File: src/rtl/approx_adder_pkg.sv
package approx_adder_pkg;
  localparam int unsigned FA_MODE_EXACT   = 0;
  localparam int unsigned FA_MODE_CARRY_A = 1;
  localparam int unsigned FA_MODE_SUM_INV = 2;
  localparam int unsigned FA_MODE_BOTH    = 3;
  localparam int unsigned FA_MODE_COUNT   = 4;
endpackage

File: src/rtl/afa_exact_cell.sv
module afa_exact_cell (
  input  logic a,
  input  logic b,
  input  logic ci,
  output logic s,
  output logic co
);
  always_comb begin
    s  = a ^ b ^ ci;
    co = (a & b) | (a & ci) | (b & ci);
  end

  always_comb begin
    AST_EXACT_ARITH: assert ({co, s} == (2'(a) + 2'(b) + 2'(ci)));
  end
endmodule

File: src/rtl/afa_approx_cell.sv
module afa_approx_cell #(
  parameter int unsigned MODE = approx_adder_pkg::FA_MODE_CARRY_A
) (
  input  logic a,
  input  logic b,
  input  logic ci,
  output logic s,
  output logic co
);
  import approx_adder_pkg::*;

  logic maj;
  logic any_in;
  assign maj    = (a & b) | (a & ci) | (b & ci);
  assign any_in = a | b | ci;

  generate
    if (MODE == FA_MODE_CARRY_A) begin : g_m1
      // carry is raised by A alone; sum mirrors carry except on all-zero input
      always_comb begin
        co = a | (b & ci);
        s  = ~co & any_in;
      end
      always_comb begin
        if (a) AST_M1_A_RAISES_CARRY: assert (co);
        if (!any_in) AST_M1_ZERO_IN_ZERO_OUT: assert (!s && !co);
      end
    end else if (MODE == FA_MODE_SUM_INV) begin : g_m2
      always_comb begin
        co = maj;
        s  = ~maj;
      end
      always_comb begin
        AST_M2_SUM_OPPOSES_CARRY: assert (s != co);
        AST_M2_CARRY_IS_EXACT: assert (co == ((2'(a) + 2'(b) + 2'(ci)) >= 2'd2));
      end
    end else if (MODE == FA_MODE_BOTH) begin : g_m3
      always_comb begin
        co = a | (b & ci);
        s  = ~co;
      end
      always_comb begin
        AST_M3_SUM_OPPOSES_CARRY: assert (s != co);
        if (a) AST_M3_A_RAISES_CARRY: assert (co);
      end
    end else begin : g_m0
      always_comb begin
        s  = a ^ b ^ ci;
        co = maj;
      end
      always_comb begin
        AST_M0_ARITH: assert ({co, s} == (2'(a) + 2'(b) + 2'(ci)));
      end
    end
  endgenerate
endmodule

File: src/rtl/lsb_approx_adder.sv
module lsb_approx_adder #(
  parameter int unsigned W    = 16,
  parameter int unsigned L    = 4,
  parameter int unsigned MODE = approx_adder_pkg::FA_MODE_CARRY_A
) (
  input  logic [W-1:0] a,
  input  logic [W-1:0] b,
  input  logic         cin,
  output logic [W-1:0] sum,
  output logic         cout
);
  import approx_adder_pkg::*;

  localparam int unsigned LA = (L > W) ? W : L;
  localparam int unsigned HW = W - LA;

  logic [W:0] carry;
  assign carry[0] = cin;

  generate
    for (genvar i = 0; i < W; i++) begin : g_bit
      if ((i < LA) && (MODE != FA_MODE_EXACT)) begin : g_apx
        afa_approx_cell #(.MODE(MODE)) u_cell (
          .a (a[i]), .b (b[i]), .ci(carry[i]),
          .s (sum[i]), .co(carry[i+1])
        );
      end else begin : g_exa
        afa_exact_cell u_cell (
          .a (a[i]), .b (b[i]), .ci(carry[i]),
          .s (sum[i]), .co(carry[i+1])
        );
      end
    end
  endgenerate

  assign cout = carry[W];

  generate
    if (HW > 0) begin : g_hi_chk
      logic [HW:0] hi_ref;
      always_comb begin
        hi_ref = {1'b0, a[W-1:LA]} + {1'b0, b[W-1:LA]} + {{HW{1'b0}}, carry[LA]};
        AST_UPPER_EXACT: assert ({cout, sum[W-1:LA]} == hi_ref);
      end
    end
    if ((LA == 0) || (MODE == FA_MODE_EXACT)) begin : g_full_chk
      always_comb begin
        AST_FULL_EXACT: assert ({cout, sum} == ({1'b0, a} + {1'b0, b} + {{W{1'b0}}, cin}));
      end
    end
  endgenerate
endmodule

File: config.mk
export PLATFORM = sky130hd
export DESIGN_NAME = lsb_approx_adder
export DESIGN_NICKNAME = d
export VERILOG_FILES = /design/src/rtl/approx_adder_pkg.sv /design/src/rtl/afa_exact_cell.sv /design/src/rtl/afa_approx_cell.sv /design/src/rtl/lsb_approx_adder.sv
export SDC_FILE = /design/constraint.sdc
export NUM_CORES = 1
export LEC_CHECK = 0
export BUFFER_PORTS_ARGS = -buffer_cell sky130_fd_sc_hd__clkbuf_2
export CAP_MARGIN = 5
export CORE_AREA = 3 3 40 42
export DETAILED_ROUTE_END_ITERATION = 6
export DIE_AREA = 0 0 43 45
export PLACE_DENSITY = 0.82
export REMOVE_ABC_BUFFERS = 1
export SETUP_SLACK_MARGIN = 0.2
export SLEW_MARGIN = 20
export SYNTH_ARGS = -nofsm -noshare
export SYNTH_HDL_FRONTEND = slang
export SYNTH_SLANG_ARGS = --single-unit
File: constraint.sdc
create_clock -name vclk -period 11.72
set_input_delay 0.586 -clock vclk [all_inputs]
set_output_delay 0.586 -clock vclk [all_outputs]
set_load 0.01 [all_outputs]
; After elaboration in Yosys (flattened, before gate mapping)
; Index checks and enable logic that the tools add are counted.
; W data, S select, Z words.
[totals]
regBits = 0
[op_classes]
bitwise = 108
[ops]
columns = op, count
row1 = $and A1 B1 Y1, 44
row2 = $or A1 B1 Y1, 36
row3 = $xor A1 B1 Y1, 24
row4 = $not A1 Y1, 4

; Depth between registers and ports, before layout
; Gate-level depths: netlist (run 1).
[depth]
word_depth = 44
depth_mapped = 18
ltp_nobuf = 17

; Modules after synthesis
; From an unflattened synthesis (run 1), not the netlist that was laid out.
[hier_totals]
cells_unflattened = 24
hier_area_um2 = 325.3
[modules_own_cells]
columns = mod, n_inst, cells_each, area_per_inst_um2, seq_area_each_um2
row1 = afa_exact_cell, 12, 1, 20.0, 0.0
row2 = afa_approx_cell, 4, 3, 21.3, 0.0

; Worst setup path before layout (run 1)
; No wires, ideal clock.
[synth_timing]
path_kind = input port to output port
from = input b[0]
to = output sum[15]
arrival_ps = 5882
required_time_ps = 11134
setup_slack_ps = 5252
stages = 18
path_buffers = 1
cell_sequence = a211o_1 > a21oi_2 > o21bai_1 > fa_1 > fa_1 > fa_1 > fa_1 > fa_1 > fa_1 > fa_1 > fa_1 > fa_1 > fa_1 > fa_1 > inv_1 > fa_1 > inv_1 > buf_4
[synth_between]
elab_chain_cells = 42
elab_cells_between_ends = 53
[synth_rtl]
columns = element, line_no
row1 = from (decl), lsb_approx_adder.sv:7  ; input logic [W-1:0] b,
row2 = $and A1 B1 Y1 *, n/a
row3 = $or A1 B1 Y1 *, afa_approx_cell.sv:21  ; co = a | (b & ci);
row4 = $and A1 B1 Y1 *, n/a
row5 = $or A1 B1 Y1 *, afa_approx_cell.sv:21
row6 = $and A1 B1 Y1 *, n/a
row7 = $or A1 B1 Y1 *, afa_approx_cell.sv:21
row8 = $and A1 B1 Y1 *, n/a
row9 = $or A1 B1 Y1 *, afa_approx_cell.sv:21
row10 = (+26 left out), n/a
row11 = $or A1 B1 Y1 *, afa_exact_cell.sv:10  ; co = (a & b) | (a & ci) | (b & ci);
row12 = $and A1 B1 Y1, afa_exact_cell.sv:10
row13 = $or A1 B1 Y1, afa_exact_cell.sv:10
row14 = $or A1 B1 Y1 *, afa_exact_cell.sv:10
row15 = $and A1 B1 Y1, afa_exact_cell.sv:10
row16 = $or A1 B1 Y1, afa_exact_cell.sv:10
row17 = $or A1 B1 Y1 *, afa_exact_cell.sv:10
row18 = $xor A1 B1 Y1 *, afa_exact_cell.sv:9  ; s = a ^ b ^ ci;
row19 = to (decl), lsb_approx_adder.sv:9  ; output logic [W-1:0] sum,
; Mark *: on every way between the ends. The rest lies on a longest branch, timed or not.

; Worst setup path after layout (run 1)
; Ends and elaborated chain as after synthesis.

==> results of run 1 <==
[power by group through the flow]
stage / clock, mW / sequential [mW] / combinational, mW
finish: 0 / 0 / 0.0349
global placement: 0 / 0 / 0.0343
CTS: 0 / 0 / 0.0356
global route: 0 / 0 / 0.0395
detailed placement: 0 / 0 / 0.0355
floorplan: 0 / 0 / 0.0188
[final cells by class]
cell class / count / area (sq um) / area share [%]
well taps: 15 / 18.8 / 2.99
multi-input cells: 26 / 337 / 53.6
inverters: 6 / 22.5 / 3.59
repair buffers: 50 / 250 / 39.8
[metrics by stage]
stage               std cells  hold slack [ps]  power, mW  worst slack, ps
finish                     97             1450     0.0349             4920
global route               97             1450     0.0395             4670
CTS                        97             1450     0.0356             4890
detailed placement         97             1440     0.0355             4910
global placement           97             1430     0.0343             5010
floorplan                  32             1220     0.0188             5310
[cells by family (layout without fill, tap and decap cells)]
family	count (synthesis)	after routing	share of synthesized area [%]
buffers and inverters	22	56	29.8
AOI/OAI and AO/OA	6	6	9.66
muxes	1	1	2.35
and+or+nand+nor	5	5	4.44
xor gates and xnor gates	2	2	3.66
adders and majority gates	12	12	50.1
[cell usage after synthesis]
cell,number,area share [%]
o21bai_1,1,1.6
a211o_1,1,1.8
mux2_1,1,2.3
fa_1,12,50
xor2_1,1,1.8
o21a_1,1,1.6
nor2_1,4,3.1
buf_4,16,25
a21oi_2,1,1.8
xnor2_1,1,1.8
a21oi_1,1,1.0
o31a_1,1,1.8
inv_1,6,4.7
nor2b_1,1,1.3
[how the worst min path moves through the flow]
| stage | start | to | slack [ps] | depth (start not counted) |
|---|---|---|---|---|
| final | a[0] | sum[0] | 1450 | 3 |
| after CTS | a[0] | sum[0] | 1450 | 3 |
| after global placement | a[0] | sum[0] | 1430 | 3 |
| after global routing | a[0] | sum[0] | 1450 | 3 |
| after detailed placement | a[0] | sum[0] | 1440 | 3 |
| after floorplan | a[0] | sum[0] | 1220 | 1 |
[layer usage]
layer	share of wire [%]	wire (um)	global-route usage, %	up-vias
li1	-	-	-	199
met4	0	0	0	0
met2	44	530	23.7	48
met1	36	428	16.0	200
met3	20	234	3.19	0
met5	0	0	0	-
[layout by cell type (no fill, tap or decap), drive strengths merged]
cell	netlist	final
o21a	1	1
mux2	1	1
xor2	1	1
clkbuf	0	50
fa	12	12
o21bai	1	1
nor2	4	4
a211o	1	1
inv	6	6
nor2b	1	1
xnor2	1	1
o31a	1	1
a21oi	2	2
[worst max-delay path: stages]
cell and delay (ps):
clkbuf_2 110, a211o_1 300, a21oi_2 190, o21bai_1 100, fa_1 390, fa_1 380
fa_1 390, fa_1 390, fa_1 390, fa_1 390, fa_1 390, fa_1 380
fa_1 400, fa_1 410, fa_1 370, inv_1 70, fa_1 400, inv_1 60
clkbuf_2 120
==> reports/metrics.yaml, run 1 <==
run_status:
  outcome: "finished, final reports clean"
route:
  wl_per_cell_um: 12.3
  drt_pass1_iterations: 4
  vias: 447
  vias_per_cell: 4.61
  initialDrtViolationCount: 6
  ant_nets: 0
  routed_wl_um: 1190
  drc: 0
logic_synthesis:
  postSynthCellCount: 48
  ys_types: 14
  netlist_area_sq_um: 479
  postSynthAreaPerCell_sq_um: 9.98
  ys_seq_area_share_pct: 0
  yosys_warnings: 0
global_route:
  grt_pass1_vias: 456
  antenna_found_initial: 0
  grt_overflow: 0
  grt_start_max_net_pins: 5
  grt_pass1_wl_um: 1940
  track_usage_pct: 12.7
min_path:
  hp-class: "input pin to output port"
floorplanning:
  die_y_um: 45
  num_rows: 13
  io_pins: 50
  die_x_um: 43
  core-area_sq_um: 1280
  start_util_pct: 37.3
  die_area_sq_um: 1940
power_and_ir_drop:
  max-vdd-ir-drop_v: 0.0000236
  power_density_nw_per_um2: 55.5
  seq_power_share_pct: 0
  p_clk_share_pct: 0
  leakage_nw: 0.363
  power_switching_mw: 0.0184
  p_int_mw: 0.0165
  pwr-share-comb_pct: 100.0
  p_sw_share_pct: 52.7
sta:
  fin_tns_setup_ps: 0
  max_slew_margin_pct: 85.9
  grt_setup_unrepaired: "no"
  worst_slew_pin_slew_ps: 212
  finalHoldViolations: 0
  post-route-min-period_ps: 6800
  max_freq_mhz: 147
  period_share_pct: 58.0
  slew_violations: 0
  setup_viol: 0
clock_network:
  cts_hold_buf: 0
  cts_resized: 0
  post_cts_buffers: 0
final_layout:
  seq_cells: 0
  design_area_sq_um: 628
  drive_gt1_share_pct: 62.2
  register_area_sq_um: 0
  antenna_cells: 0
  num-clock-buffers: 0
  fin_nets: 129
  nFillCells: 113
  syn_to_final_growth_pct: 31.1
  utilization_pct: 48.9
critical_path:
  worst-path-max-fanout: 3
  start_kind: "input pin"
  critPathCapture: "sum[15]"
  worstSetupPathType: "input pin to output port"
  worstPathRequired_ps: 11130
  arrival_ps: 6210
  endpoint_kind: "output port"
  setup.worst_path.start: "b[0]"
placed_design:
  io_buffers: 50
  hpwlAfterDp_um: 1150
  placed_area_sq_um: 628
  gp_congestion: 0.780
flow_run:
  max_cap_violations: 0
Power figures use the tool's default switching activity.
==> run 2, diff against run 1 <==
ABC_AREA = 1   (was unset)
clock period = 7.1 ns   (was 11.72 ns; I/O delays follow)
==> run 2 against run 1 <==
  * Worst setup slack worse by 4000 ps
  * Via count shrank 4.9%
  * Non-clock buffer count stayed put
  * Sequential cell count did not move
  * First-iteration DRC count down 67%
  * Final cell count rose by 5.2%
  * Global-route usage decreased by 1.4 points
  * Power up 60%
  * Cell area shrank 0.80%
  * Synthesized area is 1.0% lower
  * Highest routed layer unchanged
  * Sequential share of layout area did not move
  * Largest power group unchanged
  * Critical path type unchanged
==> reports/metrics.yaml, run 2 <==
final_layout:
  fin_nets: 134  # +3.9%
  final_cell_mix: "50 x clkbuf_2, 12 x fa_1, 9 x inv_1, 7 x nand2_2, 7 x nor2_1"
  multi_input_area_sq_um: 320  # -4.8%
  layout_commonest_cell: "clkbuf_2"
  nFillCells: 121  # +7.1%
  register_area_sq_um: 0  # unchanged
  syn_to_final_growth_pct: 31.4
  antenna_cells: 0  # unchanged
  seq_cells: 0  # unchanged
  drive_gt1_share_pct: 66.7  # +4.5 points
  num-clock-buffers: 0  # unchanged
critical_path:
  cp_cell_sequence: "clkbuf_2 > nand2_1 > nand2_2 > nand2_2 > nand2_2 > nand2_2 > nand2_2 > nand2_2 > nand2_2 > fa_1 > fa_1 > fa_1 > fa_1 > fa_1 > fa_1 > fa_1 > fa_1 > fa_1 > fa_1 > fa_1 > inv_1 > fa_1 > inv_1 > clkbuf_2"
  start_kind: "input pin"
  arrival_ps: 5860  # -350 ps
  slowest_stage: "fa_1"
  max_stage_delay_ps: 400  # about the same
  worstPathRequired_ps: 6740  # -4390 ps
  worstSetupPathType: "input pin to output port"
  endpoint_kind: "output port"
  worst-path-max-fanout: 3  # unchanged
  cp_common_cell: "fa_1"
sta:
  post-route-min-period_ps: 6220
  layout_setup_ws_ps: 881  # -4040 ps
  grt_setup_unrepaired: "no"
  timing.hold.ws_ps: 1050  # -408 ps
  fin_tns_setup_ps: 0  # unchanged
  period_share_pct: 87.6
  finalHoldViolations: 0  # unchanged
  max_freq_mhz: 161
  setup_viol: 0  # unchanged
  max_slew_margin_pct: 91.6  # +5.8 points
  slew_violations: 0  # unchanged
  worst_slew_pin_slew_ps: 125  # -87.0 ps
placed_design:
  dp_slack_ps: 848  # -4060 ps
  hpwlAfterDp_um: 1050  # -9.2%
  io_buffers: 50  # unchanged
  gp_congestion: 0.665  # -15%
global_route:
  globalRouteMet2Util_pct: 22.8  # -0.90 points
  grt_pass1_vias: 462  # +1.3%
  antenna_found_initial: 0  # unchanged
  grt_start_max_net_pins: 4  # -1
  grt_use_met3_pct: 2.79  # -0.40 points
  grt_most_used_layer: "met2"
  grt_util_met1_pct: 12.8  # -3.2 points
  grt_pass1_wl_um: 1710  # -12%
  grt_overflow: 0  # unchanged
  track_usage_pct: 11.3  # -1.4 points
logic_synthesis:
  ys_seq_area_share_pct: 0  # unchanged
  synth.top_cells.by_count: "16 x buf_4, 12 x fa_1, 9 x inv_1, 7 x nand2_2, 7 x nor2_1"
  muxShareOfSynthArea_pct: 0  # -2.3 points
  synthAdderAreaFrac_pct: 50.7  # +0.53 points
  postSynthCellCount: 53  # +10%
  ys_types: 7  # -7
  synth_most_common_cell: "buf_4"
  synth_top_area_cell: "fa_1"
  synth_xor_area_share_pct: 0  # -3.7 points
  synth_compound_area_share_pct: 0  # -9.7 points
  synth_top_area_share_pct: 50.7  # +0.53 points
  synth_simple_gate_area_share_pct: 16.9  # +12 points
  synth_top_family_by_area: "adder cells"
  netlist_area_sq_um: 474  # -1.0%
  postSynthAreaPerCell_sq_um: 8.95  # -10%
  yosys_warnings: 0  # unchanged
  synthTopCellsByArea: "fa_1 51%, buf_4 25%, nand2_2 9.2%"
power_and_ir_drop:
  p_sw_share_pct: 53.2  # +0.48 points
  power_switching_mw: 0.0297  # +61%
  seq_power_share_pct: 0  # unchanged
  leakage_nw: 0.385  # +5.9%
  p_int_mw: 0.0261  # +58%
  power_density_nw_per_um2: 89.5  # +61%
  p_clk_share_pct: 0  # unchanged
  max-vdd-ir-drop_v: 0.0000350  # +48%
  pwr-share-comb_pct: 100.0  # about the same
floorplanning:
  start_util_pct: 36.9  # -0.39 points
  core-area_sq_um: 1280  # unchanged
  num_rows: 13  # unchanged
  io_pins: 50  # unchanged
  die_area_sq_um: 1940  # unchanged
  die_x_um: 43  # unchanged
  die_y_um: 45  # unchanged
route:
  vias_per_cell: 4.17  # -9.6%
  drt_pass1_iterations: 3  # -1
  ant_nets: 0  # unchanged
  wl_per_cell_um: 10.4  # -16%
  initialDrtViolationCount: 2  # -4
  drc: 0  # unchanged
  vias: 425  # -4.9%
  routed_wl_um: 1060  # -11%
clock_network:
  post_cts_buffers: 0  # unchanged
  cts_resized: 0  # unchanged
  cts_hold_buf: 0  # unchanged
run_status:
  outcome: "finished, final reports clean"
flow_run:
  max_cap_violations: 0  # unchanged
min_path:
  hp-class: "input pin to output port"
-- run 2: changes by cell type after synthesis, sizes merged, moves of 2 or more --
cell   change
inv        +3
nor2       +4
nand2      +8
a21oi      -2
-- run 2: kinds of logic (layout without fill, tap and decap cells) --
| family | count (synthesis) | in the layout |
|---|---|---|
| adders and majority gates | 12 | 12 |
| buffers and inverters | 25 | 59 |
| and+or+nand+nor | 16 | 16 |
-- run 2: layer usage --
layer,up-vias,routed length (um)
met5,-,0
li1,202,-
met4,0,0
met1,176,374
met2,47,462
met3,0,220
-- run 2: final cells by class --
cell class	instances	area share [%]
multi-input combinational	28	51.4
timing repair buffer	50	40.2
inverter	9	5.42
tap	15	3.01
-- run 2: worst max-delay path: cells and delay by family --
kind                       cells  cell delay (ps)
buffers and inverters          4              350
and+or+nand+nor                8              490
adders and majority gates     12             4650
-- run 2: power groups by stage --
stage,Sequential (mW),Combinational [mW],Clock [mW]
6_report,0,0.0558,0
3_5_place_dp,0,0.0570,0
2_1_floorplan,0,0.0311,0
3_3_place_gp,0,0.0553,0
5_1_grt,0,0.0638,0
4_1_cts,0,0.0571,0
-- run 2: stage by stage --
| step | cells | util, % | total power, mW | instance area (sq um) |
|---|---|---|---|---|
| 3_5_place_dp | 102 | 48.5 | 0.0570 | 623 |
| 3_3_place_gp | 102 | 48.5 | 0.0553 | 623 |
| 2_1_floorplan | 37 | - | 0.0311 | 354 |
| 4_1_cts | 102 | 48.5 | 0.0571 | 623 |
| 5_1_grt | 102 | 48.5 | 0.0638 | 623 |
| 6_report | 102 | 48.5 | 0.0558 | 623 |
-- run 2: final timing paths --
kind	startpoint	slack, ps	cells after the start	endpoint
max	b[0]	880	24	sum[15]
min	b[0]	1050	4	sum[0]
